File: config.mk
export PLATFORM = sky130hd
export DESIGN_NAME = adc_host_seq
export DESIGN_NICKNAME = d
export VERILOG_FILES = /design/src/rtl/adc_host_pkg.sv /design/src/rtl/ahs_sclk_div.sv /design/src/rtl/ahs_tx_shift.sv /design/src/rtl/ahs_rx_capture.sv /design/src/rtl/adc_host_seq.sv
export SDC_FILE = /design/constraint.sdc
export NUM_CORES = 1
export LEC_CHECK = 0
export ABC_AREA = 1
export BUFFER_PORTS_ARGS = -buffer_cell sky130_fd_sc_hd__buf_4
export CORE_MARGIN = 2
export CORE_UTILIZATION = 36
export CTS_CLUSTER_SIZE = 12
export DETAILED_ROUTE_END_ITERATION = 16
export REMOVE_ABC_BUFFERS = 1
export SYNTH_ARGS = -nofsm -noshare
export SYNTH_HDL_FRONTEND = slang
export SYNTH_SLANG_ARGS = --single-unit
File: constraint.sdc
create_clock -name clk -period 1.4 [get_ports clk]
set_input_delay 0 -clock clk [delete_from_list [all_inputs] [get_ports clk]]
set_output_delay 0 -clock clk [all_outputs]
set_load 0.01 [all_outputs]
File: src/rtl/adc_host_pkg.sv
`timescale 1ns/1ps
package adc_host_pkg;
  typedef enum logic {ST_IDLE = 1'b0, ST_RUN = 1'b1} seq_state_e;
endpackage

File: src/rtl/ahs_sclk_div.sv
`timescale 1ns/1ps
module ahs_sclk_div #(
  parameter int HALF_DIV = 2
) (
  input  logic clk,
  input  logic rst,
  input  logic run,
  output logic sclk,
  output logic rise_stb,
  output logic fall_stb
);
  localparam int HC_W = (HALF_DIV > 1) ? $clog2(HALF_DIV) : 1;

  logic [HC_W-1:0] hcnt;
  logic            wrap;

  assign wrap     = run && (hcnt == HC_W'(HALF_DIV - 1));
  assign rise_stb = wrap && !sclk;
  assign fall_stb = wrap && sclk;

  always_ff @(posedge clk) begin
    if (rst || !run) begin
      hcnt <= '0;
      sclk <= 1'b0;
    end else if (wrap) begin
      hcnt <= '0;
      sclk <= ~sclk;
    end else begin
      hcnt <= hcnt + 1'b1;
    end
  end
endmodule

File: src/rtl/ahs_tx_shift.sv
`timescale 1ns/1ps
module ahs_tx_shift #(
  parameter int CTRL_W = 8
) (
  input  logic              clk,
  input  logic              rst,
  input  logic              load,
  input  logic [CTRL_W-1:0] load_word,
  input  logic              shift,
  output logic              mosi
);
  logic [CTRL_W-1:0] sreg;

  always_ff @(posedge clk) begin
    if (rst) begin
      sreg <= '0;
      mosi <= 1'b0;
    end else if (load) begin
      mosi <= load_word[CTRL_W-1];
      sreg <= {load_word[CTRL_W-2:0], 1'b0};
    end else if (shift) begin
      mosi <= sreg[CTRL_W-1];
      sreg <= {sreg[CTRL_W-2:0], 1'b0};
    end
  end
endmodule

File: src/rtl/ahs_rx_capture.sv
`timescale 1ns/1ps
module ahs_rx_capture #(
  parameter int RES_W = 12,
  parameter int TAG_W = 3
) (
  input  logic             clk,
  input  logic             rst,
  input  logic             sample,
  input  logic             first,
  input  logic             miso,
  input  logic [TAG_W-1:0] tag_in,
  output logic             res_valid,
  output logic [RES_W-1:0] res_data,
  output logic [TAG_W-1:0] res_tag
);
  localparam int LC_W = $clog2(RES_W);

  logic [RES_W-1:0] sh;
  logic [LC_W-1:0]  left;
  logic [TAG_W-1:0] tag_q;

  always_ff @(posedge clk) begin
    if (rst) begin
      sh        <= '0;
      left      <= '0;
      tag_q     <= '0;
      res_valid <= 1'b0;
      res_data  <= '0;
      res_tag   <= '0;
    end else begin
      res_valid <= 1'b0;
      if (sample && first) begin
        sh    <= {{(RES_W-1){1'b0}}, miso};
        left  <= LC_W'(RES_W - 1);
        tag_q <= tag_in;
      end else if (sample && left != '0) begin
        sh   <= {sh[RES_W-2:0], miso};
        left <= left - 1'b1;
        if (left == LC_W'(1)) begin
          res_valid <= 1'b1;
          res_data  <= {sh[RES_W-2:0], miso};
          res_tag   <= tag_q;
        end
      end
    end
  end

  // the strobe lasts one cycle and follows a sampling edge
  a_r7_valid_pulse: assert property (@(posedge clk) disable iff (rst)
    res_valid |=> !res_valid);
  a_r7_after_sample: assert property (@(posedge clk) disable iff (rst)
    res_valid |-> $past(sample));
endmodule

File: src/rtl/adc_host_seq.sv
`timescale 1ns/1ps
module adc_host_seq
  import adc_host_pkg::*;
#(
  parameter int HALF_DIV = 2,
  parameter int CHAN_W   = 3,
  parameter int OPT_W    = 4,
  parameter int RES_W    = 12,
  parameter int PER_OVL  = 15,
  parameter int PER_SEQ  = 16
) (
  input  logic              clk,
  input  logic              rst,
  input  logic              cfg_ovl,
  input  logic              cmd_valid,
  output logic              cmd_ready,
  input  logic [CHAN_W-1:0] cmd_chan,
  input  logic [OPT_W-1:0]  cmd_opt,
  output logic              cs_n,
  output logic              sclk,
  output logic              mosi,
  input  logic              miso,
  output logic              res_valid,
  output logic [RES_W-1:0]  res_data,
  output logic [CHAN_W-1:0] res_chan
);
  localparam int CTRL_W    = 1 + CHAN_W + OPT_W;
  localparam int RES_FIRST = CTRL_W + 1;
  localparam int FRAME_END = RES_FIRST + RES_W;
  localparam int CNT_W     = $clog2(FRAME_END + 1);

  seq_state_e        state;
  logic [CNT_W-1:0]  bit_i;
  logic              drain;
  logic              ovl_q;
  logic [CHAN_W-1:0] tag_q;
  logic              rise_stb, fall_stb;
  logic              slot, accept;
  logic [CNT_W-1:0]  last_of_frame;
  logic [CTRL_W-1:0] ctrl_word;

  assign last_of_frame = ovl_q ? CNT_W'(PER_OVL - 1) : CNT_W'(PER_SEQ - 1);
  assign slot      = (state == ST_RUN) && !drain && fall_stb && (bit_i == last_of_frame);
  assign cmd_ready = (state == ST_IDLE) || slot;
  assign accept    = cmd_valid && cmd_ready;
  assign ctrl_word = {1'b1, cmd_chan, cmd_opt};

  ahs_sclk_div #(.HALF_DIV(HALF_DIV)) u_div (
    .clk(clk), .rst(rst), .run(state == ST_RUN),
    .sclk(sclk), .rise_stb(rise_stb), .fall_stb(fall_stb)
  );

  ahs_tx_shift #(.CTRL_W(CTRL_W)) u_tx (
    .clk(clk), .rst(rst), .load(accept), .load_word(ctrl_word),
    .shift(fall_stb), .mosi(mosi)
  );

  ahs_rx_capture #(.RES_W(RES_W), .TAG_W(CHAN_W)) u_rx (
    .clk(clk), .rst(rst), .sample(rise_stb),
    .first(bit_i == CNT_W'(RES_FIRST)), .miso(miso), .tag_in(tag_q),
    .res_valid(res_valid), .res_data(res_data), .res_tag(res_chan)
  );

  always_ff @(posedge clk) begin
    if (rst) begin
      state <= ST_IDLE;
      cs_n  <= 1'b1;
      bit_i <= '0;
      drain <= 1'b0;
      ovl_q <= 1'b0;
      tag_q <= '0;
    end else begin
      case (state)
        ST_IDLE: begin
          if (cmd_valid) begin
            state <= ST_RUN;
            cs_n  <= 1'b0;
            bit_i <= '0;
            drain <= 1'b0;
            ovl_q <= cfg_ovl;
            tag_q <= cmd_chan;
          end
        end
        default: begin
          if (fall_stb) begin
            if (slot && cmd_valid) begin
              bit_i <= '0;
              tag_q <= cmd_chan;
            end else if (slot) begin
              drain <= 1'b1;
              bit_i <= bit_i + 1'b1;
            end else if (bit_i == CNT_W'(FRAME_END - 1)) begin
              state <= ST_IDLE;
              cs_n  <= 1'b1;
              bit_i <= '0;
              drain <= 1'b0;
            end else begin
              bit_i <= bit_i + 1'b1;
            end
          end
        end
      endcase
    end
  end

  // the serial clock rests low while chip select is high
  a_r1_idle_low: assert property (@(posedge clk) disable iff (rst)
    cs_n |-> !sclk);
  // the first bit presented in a run is the start bit
  a_r3_start_bit: assert property (@(posedge clk) disable iff (rst)
    $fell(cs_n) |-> mosi);
  // data to the converter holds across the high half of sclk
  a_r2_mosi_hold: assert property (@(posedge clk) disable iff (rst)
    (sclk && $past(sclk)) |-> $stable(mosi));
  // padding clocks carry zeros
  a_r9_pad_zero: assert property (@(posedge clk) disable iff (rst)
    (drain && !cs_n) |-> !mosi);
  // the frame counter never passes the end of a frame
  a_r8_count_bound: assert property (@(posedge clk) disable iff (rst)
    !cs_n |-> (bit_i < CNT_W'(FRAME_END)));
endmodule

==> reports/results.md <==
| Stage | Result | Reported |
|:---|:---|:---|
| die | Chip width | 85.3 µm |
| detailed routing | Avg WL per Cell | 11.4 µm |
| synthesis | Library cell with the highest instance count after synthesis | sky130_fd_sc_hd__nand2_1 |
| finish | Footprint of the multi-input gates | 0.00116 mm² |
| placed design | Final RePlAce weighted congestion | 0.775 |
| sta | Final worst clock skew | 0.0130 ns |
| synthesis | List of most frequent post-synthesis cells | sky130_fd_sc_hd__nand2_1 (65), sky130_fd_sc_hd__dfxtp_1 (56), sky130_fd_sc_hd__nor2_1 (44) |
| setup path | Critical path cell sequence | buf_6 > nand2_2 > nand2_2 > nor2_4 > nand2_2 > nand2_2 > buf_6 > buf_6 |
| pwr | Cell Pwr Density | 917 mW/mm² |
| detailed routing | Residual DRC | 0 |
| sta | Crit share post-route | 1.01 |
| die | Starting density of the core | 0.372 |
| finish | Fin area | 0.00331 mm² |
| synthesis | Yosys reg bits | 56 |
| detailed routing | Remaining antenna violation count after routing | 0 |
| pwr | Max rail drop VDD | 0.000637 V |
| sta | Final worst setup slack | -0.0122 ns |
| clocking | Clock tree from TritonCTS | done |
| setup path | Data required time of the worst path | 1.40 ns |
| die | Overall die height | 85.3 µm |
| placed design | Total of buffers placed on input and output ports | 31 |
| clocking | # H-tree levels | 2 |
| sta | Total count of hold-check failures in the final report | 0 |
| setup path | Delay contributed by the slowest stage of the critical path | 0.38 ns |
| pwr | Total leakage power | 1.56 nW |
| global routing | Overall track demand over capacity in global routing | 0.150 |
| global routing | Maximum number of pins on one net before global-route repair | 19 |
| global routing | Grt total ovfl | 0 |
| synthesis | Area fraction of the dominant cell type after synthesis | 0.472 |
| synthesis | Post-synthesis cell type with the largest combined area | sky130_fd_sc_hd__dfxtp_1 |
| finish | Layout cells sized above 1 | 0.330 |
| placed design | Count of placed standard cells including taps | 446 |
| setup path | Crit-path most repeated cell | sky130_fd_sc_hd__nand2_2 |
| clocking | CTS clock-pin slew for the worst setup and hold paths | 0.10 ns |
| sta | Highest clock frequency the design can meet | 708 MHz |
| synthesis | Proportion of synthesized flip-flops having asynchronous set or reset | 0 |
| finish | Count of placed standard cells in the final layout, fillers left out | 465 |
| synthesis | Post-Syn Area per Cell | 7.55 µm² |
| sta | Measured slew at the worst slew-check pin | 0.485 ns |
| clocking | Cell at the root of the clock tree | sky130_fd_sc_hd__clkbuf_8 |
| global routing | Number of antenna violations at the first check in global routing | 0 |
| clocking | Number of CTS-inserted buffers | 5 |
| setup path | Number of buffers and inverters on the critical path | 3 |
| synthesis | Netlist Area Pre-Place | 0.00238 mm² |
| setup path | Critical-path cell with the highest stage delay | sky130_fd_sc_hd__dfxtp_4 |
| sta | Max-slew violations | 0 |
| synthesis | Leading post-synthesis cells by cell area | sky130_fd_sc_hd__dfxtp_1 (47%), sky130_fd_sc_hd__nand2_1 (10%), sky130_fd_sc_hd__nor2_1 (6.9%), sky130_fd_sc_hd__o21ai_0 (5.5%), sky130_fd_sc_hd__inv_1 (5.4%) |
| synthesis | Number of instances in the synthesized netlist | 315 |
| finish | Nets | 405 |
| die | Standard cell core area | 0.00639 mm² |
| synthesis | Number of library cell types mapped by synthesis | 32 |
| synthesis | Sequential share of the synthesized area | 0.472 |
| sta | Final setup vio count | 1 |
| finish | Synthesis-to-finish area growth | 39.3% |
| detailed routing | DR iter-0 viols | 74 |
| placed design | Placed inst area | 0.00291 mm² |
| clocking | Max Root-Sink Buffers | 2 |
| die | Count of standard-cell rows | 29 |
| detailed routing | Via density | 4.72 |
| setup path | Type of element launching the critical path | flip-flop |
| placed design | Total half-perimeter wirelength after legalization and detailed placement | 3630 µm |
| die | Top-Level Pins | 32 |
| flow run | MaxCap Viol Count | 0 |
| detailed routing | Router iterations before antenna repair | 4 |
| sta | Setup repair after global routing missed its margin | true |
| synthesis | Commonest register cell after synthesis | sky130_fd_sc_hd__dfxtp_1 |
| sta | Worst slew margin relative to its limit | 0.677 |
| detailed routing | Via count | 2,194 |
| setup path | Category of cells accounting for the largest share of critical-path delay | simple AND/OR/NAND/NOR gates |
| finish | Fraction of the core area covered by cells at the end of the flow | 0.519 |
| min path | Worst min path class | in2reg |
| outcome | Violated checks | negative setup slack |
| synthesis | Count of flip-flops with a built-in enable after synthesis | 0 |
| synthesis | Number of warning messages in the yosys log | 0 |
| setup path | Data arrival time of the worst path | 1.41 ns |
| global routing | Via count of the first global-routing pass | 2,074 |
| placed design | Worst setup slack after placement | -0.0624 ns |
| outcome | Status | complete, but fails checks |
| setup path | Category of the worst setup path capture point | output pin |
| setup path | Maximum fanout along the worst path | 3 |
| setup path | Classification of the worst setup path | reg2out |
| finish | Flip-flop and latch area | 0.00113 mm² |
| global routing | Wire length of the first global-routing pass | 9110 µm |
| clocking | Number of clock sinks | 56 |
| finish | Diodes inserted | 0 |
| detailed routing | Routed wire length | 5320 µm |
| finish | Number of fill cells in the layout | 628 |
| die | Die Outline Area | 0.00727 mm² |
| sta | Minimum clock period | 1.41 ns |
| clocking | Clock latency of the later-clocked register in the worst-skew pair | 0.32 ns |
metal layers:
metal,track usage,vias to the layer above,part of all wire
met5,0,-,0
met4,0.0390,0,0.014
met3,0.0321,9,0.038
met2,0.260,38,0.49
met1,0.189,994,0.45
li1,-,1153,-
flip-flops by register name, indices dropped and copies added, names as in the netlist, 3 cells and up:
| signal | flops |
|---|---|
| u_rx.sh | 11 |
| u_tx.sreg | 7 |
| u_rx.res_data | 12 |
| tag_q | 3 |
| u_rx.left | 4 |
| bit_i | 5 |
| u_rx.res_tag | 3 |
| u_rx.tag_q | 3 |
tightest hold or removal path, cell delays in order:
cell,delay [ns]
sky130_fd_sc_hd__buf_4,0.08
sky130_fd_sc_hd__nand3_1,0.07
sky130_fd_sc_hd__nand3_1,0.07
sky130_fd_sc_hd__nand2_1,0.04
sky130_fd_sc_hd__inv_1,0.04
power by group:
part           internal [mW]  leakage, nW  total, mW  switching (mW)
clock                  0.540       0.0583       1.09           0.548
sequential              1.63        0.457       1.65          0.0219
combinational          0.141         1.05      0.298           0.157
total                   2.31         1.56       3.04           0.727
stage by stage:
step,power (mW),setup TNS (ns),hold WS (ns)
2_1_floorplan,1.81,-2.08,0.0691
4_1_cts,3.02,-0.0120,0.00642
5_1_grt,3.17,-1.59,0.0269
3_5_place_dp,1.93,-0.878,0.253
6_report,3.04,-0.0122,0.00709
3_3_place_gp,1.92,-0.478,0.242
cell type report:
class,count,share of cell area
Multi-Input combinational cell,210,0.350
Sequential cell,56,0.342
Inverter,37,0.0453
Clock inverter,3,0.0144
Timing Repair Buffer,77,0.199
Clock buffer,5,0.0208
Tap cell,77,0.0291
cells in the final DEF, fill, tap and decap left out, drive strengths merged:
cell         count
o211ai           1
nand4            1
nor3b            1
nand2           68
a41oi            1
ha               6
inv             35
nor2            46
nor4             1
a21oi           24
xor2             1
a31oi            1
buf             69
a31o             1
bufinv           1
o21ai           30
dlygate4sd3      7
clkbuf           6
dfxtp           56
nor3             3
clkinv           4
nand3           25
worst paths after layout:
check	from	end	slack, ns	cells after the start
hold / removal	cmd_opt[2]	u_tx.sreg[3]	0.007	5
setup / recovery	bit_i[0]	cmd_ready	-0.01	8
hold reg to reg	tag_q[1]	u_rx.tag_q[1]	0.46	2
setup reg to reg	u_div.sclk	u_rx.res_data[7]	0.01	9
cell families after synthesis:
logic type               share of synthesized area
AO/OA/AOI/OAI                                0.127
XOR/XNOR                                   0.00368
AND/OR/NAND/NOR                              0.273
flip-flops                                   0.472
buffers and inverters                       0.0932
adder cells (fa/ha/maj)                     0.0316
timing repair:
item | in CTS | in global routing
endpoints found under the setup margin | 40 | 48
hold buffers | 4 | 3
pin swaps | 4 | 10
buffers inserted | 1 | 2
gates cloned | 0 | 1
hold endpoints to repair | 11 | 3
gates resized for setup | 22 | 46
Power figures use the tool's default switching activity.
